===== config.mk =====
export PLATFORM = sky130hd
export DESIGN_NAME = mbus_demux_top
export DESIGN_NICKNAME = d
export VERILOG_FILES = /design/src/rtl/mbus_demux_pkg.sv /design/src/rtl/mbus_lo_latch.sv /design/src/rtl/mbus_cmd_decode.sv /design/src/rtl/mbus_cs_decode.sv /design/src/rtl/mbus_dir_ctrl.sv /design/src/rtl/mbus_demux_top.sv
export SDC_FILE = /design/constraint.sdc
export NUM_CORES = 1
export LEC_CHECK = 0
export BUFFER_PORTS_ARGS = -buffer_cell sky130_fd_sc_hd__buf_4
export CAP_MARGIN = 20
export CORE_MARGIN = 2
export CORE_UTILIZATION = 34
export DETAILED_ROUTE_END_ITERATION = 8
export PLACE_DENSITY = 0.8
export SLEW_MARGIN = 10
export SYNTH_ARGS = -nofsm -noshare
export SYNTH_HDL_FRONTEND = slang
export SYNTH_SLANG_ARGS = --single-unit

===== constraint.sdc =====
create_clock -name clk -period 0.9 [get_ports clk]
set_input_delay 0.09 -clock clk [delete_from_list [all_inputs] [get_ports clk]]
set_output_delay 0.09 -clock clk [all_outputs]
set_load 0.005 [all_outputs]

===== src/rtl/mbus_demux_pkg.sv =====
package mbus_demux_pkg;
  // Decoded command, active high inside the block.
  typedef struct packed {
    logic mem_rd;
    logic mem_wr;
    logic io_rd;
    logic io_wr;
  } cmd_t;
endpackage


===== src/rtl/mbus_lo_latch.sv =====
module mbus_lo_latch #(
  parameter int LO_W = 8
) (
  input  logic            clk,
  input  logic            rst_n,
  input  logic            stb,
  input  logic [LO_W-1:0] lo_i,
  output logic [LO_W-1:0] lo_o
);
  logic [LO_W-1:0] held_q;
  logic [LO_W-1:0] held_d;

  // Next-state: capture while the strobe is high, otherwise keep.
  always_comb begin
    held_d = held_q;
    if (stb) held_d = lo_i;
  end

  always_ff @(posedge clk or negedge rst_n) begin
    if (!rst_n) held_q <= '0;
    else        held_q <= held_d;
  end

  // Transparent path during the address phase.
  assign lo_o = stb ? lo_i : held_q;
endmodule


===== src/rtl/mbus_cmd_decode.sv =====
module mbus_cmd_decode
  import mbus_demux_pkg::*;
(
  input  logic rd_n,
  input  logic wr_n,
  input  logic io_sel,
  input  logic addr_phase,
  output cmd_t cmd
);
  logic rd_req;
  logic wr_req;

  // A request counts only outside the address phase and only when the
  // other direction is idle, so conflicting requests yield nothing.
  assign rd_req = !rd_n && wr_n && !addr_phase;
  assign wr_req = !wr_n && rd_n && !addr_phase;

  always_comb begin
    cmd        = '0;
    cmd.mem_rd = rd_req && !io_sel;
    cmd.mem_wr = wr_req && !io_sel;
    cmd.io_rd  = rd_req &&  io_sel;
    cmd.io_wr  = wr_req &&  io_sel;
  end
endmodule


===== src/rtl/mbus_cs_decode.sv =====
module mbus_cs_decode #(
  parameter int SEL_W  = 6,
  parameter int NUM_CS = 8
) (
  input  logic              en,
  input  logic [SEL_W-1:0]  sel,
  output logic [NUM_CS-1:0] cs_n
);
  for (genvar k = 0; k < NUM_CS; k++) begin : g_region
    localparam logic [SEL_W-1:0] CODE = SEL_W'(k);
    assign cs_n[k] = !(en && (sel == CODE));
  end
endmodule


===== src/rtl/mbus_dir_ctrl.sv =====
module mbus_dir_ctrl
  import mbus_demux_pkg::*;
#(
  parameter int DATA_W = 8
) (
  input  cmd_t              cmd,
  input  logic [DATA_W-1:0] cpu_wdat,
  input  logic [DATA_W-1:0] sys_rdat,
  output logic              cpu_oe,
  output logic [DATA_W-1:0] cpu_dat,
  output logic              sys_oe,
  output logic [DATA_W-1:0] sys_dat
);
  assign cpu_oe  = cmd.mem_rd || cmd.io_rd;
  assign sys_oe  = cmd.mem_wr || cmd.io_wr;
  assign cpu_dat = cpu_oe ? sys_rdat : '0;
  assign sys_dat = sys_oe ? cpu_wdat : '0;
endmodule


===== src/rtl/mbus_demux_top.sv =====
module mbus_demux_top
  import mbus_demux_pkg::*;
#(
  parameter int ADDR_W      = 16,
  parameter int DATA_W      = 8,
  parameter int REGION_BITS = 10,
  parameter int NUM_CS      = 8,
  localparam int HI_W       = ADDR_W - DATA_W,
  localparam int SEL_W      = ADDR_W - REGION_BITS
) (
  input  logic              clk,
  input  logic              rst_n,
  input  logic              addr_stb_i,
  input  logic [HI_W-1:0]   addr_hi_i,
  input  logic [DATA_W-1:0] ad_i,
  input  logic              rd_n_i,
  input  logic              wr_n_i,
  input  logic              io_sel_i,
  input  logic [DATA_W-1:0] sys_dat_i,
  output logic [ADDR_W-1:0] addr_o,
  output logic              mem_rd_n_o,
  output logic              mem_wr_n_o,
  output logic              io_rd_n_o,
  output logic              io_wr_n_o,
  output logic [NUM_CS-1:0] cs_n_o,
  output logic              cpu_oe_o,
  output logic [DATA_W-1:0] cpu_dat_o,
  output logic              sys_oe_o,
  output logic [DATA_W-1:0] sys_dat_o
);
  // Reset: asserted asynchronously, released on the clock.
  logic rst_meta_q;
  logic rst_sync_q;

  always_ff @(posedge clk or negedge rst_n) begin
    if (!rst_n) begin
      rst_meta_q <= 1'b0;
      rst_sync_q <= 1'b0;
    end else begin
      rst_meta_q <= 1'b1;
      rst_sync_q <= rst_meta_q;
    end
  end

  logic [DATA_W-1:0] lo_addr;
  cmd_t              cmd;

  mbus_lo_latch #(.LO_W(DATA_W)) u_latch (
    .clk  (clk),
    .rst_n(rst_sync_q),
    .stb  (addr_stb_i),
    .lo_i (ad_i),
    .lo_o (lo_addr)
  );

  assign addr_o = {addr_hi_i, lo_addr};

  mbus_cmd_decode u_cmd (
    .rd_n      (rd_n_i),
    .wr_n      (wr_n_i),
    .io_sel    (io_sel_i),
    .addr_phase(addr_stb_i),
    .cmd       (cmd)
  );

  assign mem_rd_n_o = !cmd.mem_rd;
  assign mem_wr_n_o = !cmd.mem_wr;
  assign io_rd_n_o  = !cmd.io_rd;
  assign io_wr_n_o  = !cmd.io_wr;

  mbus_cs_decode #(.SEL_W(SEL_W), .NUM_CS(NUM_CS)) u_cs (
    .en  (!io_sel_i),
    .sel (addr_o[ADDR_W-1:REGION_BITS]),
    .cs_n(cs_n_o)
  );

  mbus_dir_ctrl #(.DATA_W(DATA_W)) u_dir (
    .cmd     (cmd),
    .cpu_wdat(ad_i),
    .sys_rdat(sys_dat_i),
    .cpu_oe  (cpu_oe_o),
    .cpu_dat (cpu_dat_o),
    .sys_oe  (sys_oe_o),
    .sys_dat (sys_dat_o)
  );
endmodule


==> results.yml <==
cells_and_area:
  nFillCells: 119
  nets: 174
  utilization: 0.786
  synthToLayoutAreaGrowth_pct: 119
  regArea_um2: 250
  multi_input_comb_area_um2: 432
  drive_gt1_frac: 0.817
  post_layout_nonfiller_instances: 169
  n_antenna_cell: 0
synthesis:
  synth_warnings: 0
  syn_area_per_cell_um2: 10.6
  ys_top_cells_by_area: "dfrtp_1 (36%), and2_1 (14%), mux2_2 (13%)"
  synthDistinctLibCells: 16
  synth_top_area_share: 0.358
  synth_cells: 66
  syn-num-nets: 96
  ys_seq_elements: 10
  synth-seq-area-share: 0.358
  yosys.area.top_type: "dfrtp_1"
  syn_area_um2: 698
setup_path:
  cp_data_required_time_ps: 810
  regToRegEndpoint: "u_latch.held_q[3]$_DFF_PN0_"
  worstSetupPathType: "flip-flop to output pin"
  worstPathArrival_ps: 1020
  slowest_stage: "dfrtp_1"
  r2r_slack_ps: 20
  cp_num_cells: 2
  endpoint_kind: "output pin"
  cp_max_fo: 2
  worstRegToRegCells: 2
  crit_start: "u_latch.held_q[1]$_DFF_PN0_"
  startpoint_type: "flip-flop"
  crit_chain: "mux2_4 > buf_6"
  crit_family: "flip-flops"
  r2r_start: "u_latch.held_q[3]$_DFF_PN0_"
  critical_path.max_stage_delay_ps: 370
  crit_path_end: "addr_o[1]"
  cp_num_buf_inv: 1
clock_network:
  cts.sinks: 10
  cts_root_buf: "clkbuf_4"
  clock_path_buffers: 2
  insertion_delay_ps: 260
  clk_pin_slew_ps: 60
  numCtsBuffers: 3
  htree_levels: 1
  cts_tree: "built"
floorplan:
  die_h_um: 49.3
  ioPinCount: 76
  core.rowCount: 16
  core_um2: 1940
  initial_core_util: 0.360
  fp.dieW_um: 49.3
  die_area_um2: 2430
route:
  postRouteAntennaNets: 0
  viasPerCell: 4.56
  drc: 0
  dr_wl_met3_um: 215
  firstDrtPassIters: 3
  top_layer_used: "met4"
  drt_iter0_markers: 13
  vias: 771
  met2_length_um: 1400
  wire_per_inst_um: 15.0
  wl_met1_um: 895
  wl_um: 2530
sta:
  holdWs_ps: 93.8
  slew_violations: 0
  finalSetupTns_ps: -1870
  min_period_over_period: 1.24
  fmax_ghz: 0.897
  clock_skew_ps: 1.32
  fin_crit_ps: 1110
  finalWorstSetupSlack_ps: -215
  rsz0062_at_grt: "yes"
  finalSetupViolCount: 20
  hold_viol: 0
status:
  status: "finished, violations left"
  violations: "negative setup slack"
placement:
  io_buffers: 71
  dp_cells: 158
  gp_congestion: 0.657
  hpwl_um: 1520
grt:
  grt_pass1_wl_um: 3170
  antenna_found_initial: 0
  grt_overflow: 0
  grt_pass1_vias: 706
  grtUsageTotal: 0.167
  grt_max_degree: 9
run:
  cap_violations: 0
power:
  power.total_mw: 1.32
  ir_drop_mv: 0.773
  p_per_area_nw_per_um2: 865
  leakage_nw: 0.762
hold_path:
  worstHoldPathType: "primary input to flip-flop"
-- registers in the layout, indices dropped and copies added (netlist names) --
register	count
rst_meta_q	1
rst_sync_q	1
u_latch.held_q	8
-- layer usage --
metal / vias to the layer above / global-route usage
met5: - / 0
met4: 0 / 0.0714
met3: 2 / 0.0399
met2: 52 / 0.295
met1: 360 / 0.190
li1: 357 / -
-- cell usage in the layout (no fill, tap or decap), drive strengths merged --
cell type / instances
dfrtp: 10
nor3b: 3
nand2b: 2
mux2: 8
nor3: 1
clkbuf: 3
buf: 83
nor4: 1
nor2: 1
and3b: 1
and2: 16
nand2: 8
dlygate4sd3: 1
nand3: 2
conb: 1
nor4b: 1
-- cell type report --
class	count	area share
well taps	27	0.0221
multi-input cells	45	0.283
repair buffers	84	0.516
flip-flops and latches	10	0.164
clock buffers	3	0.0148
-- logic make-up (layout without fill, tap and decap cells) --
group,Yosys count,count (layout),share of synthesized area
flip-flops,10,10,0.358
multiplexers,8,8,0.129
buffers and inverters,11,87,0.134
AND/OR/NAND/NOR,36,36,0.373
other,1,1,0.00537
-- power breakdown --
group / switching [mW] / internal [mW]
clock network: 0.132 / 0.153
registers: 0.0166 / 0.490
logic: 0.175 / 0.355
total: 0.323 / 0.998
-- cells in the mapped netlist, drive strengths merged --
cell type and n:
nand3 2, nor3b 3, mux2 8, nand2b 2, buf 11, nor4 1, nand2 8, nor3 1
dfrtp 10, and3b 1, and2 16, conb 1, nor2 1, nor4b 1
-- through the flow --
step                      setup WS, ps  area, um2
final                             -215       1530
after floorplan                    120        698
after detailed placement          -111       1210
after global routing              -248       1530
after CTS                         -218       1370
after global placement           -61.2       1210
-- worst min-delay path by stage --
stage,start,to,depth (start not counted)
floorplan,rst_n,rst_meta_q$_DFF_PN0_,0
global placement,rst_n,rst_meta_q$_DFF_PN0_,1
detailed placement,rst_n,rst_sync_q$_DFF_PN0_,1
CTS,ad_i[4],u_latch.held_q[4]$_DFF_PN0_,2
global route,ad_i[4],u_latch.held_q[4]$_DFF_PN0_,2
finish,ad_i[2],u_latch.held_q[2]$_DFF_PN0_,2
-- timing repair --
action                                  4_1_cts  5_1_grt
endpoints found under the setup margin       28       35
gates resized for setup                      26       42
pin swaps                                    10       19
buffers inserted                              3        2
hold endpoints to repair                      2        0
hold buffers                                  1        0
gates cloned                                  2        0
Power figures use the tool's default switching activity.
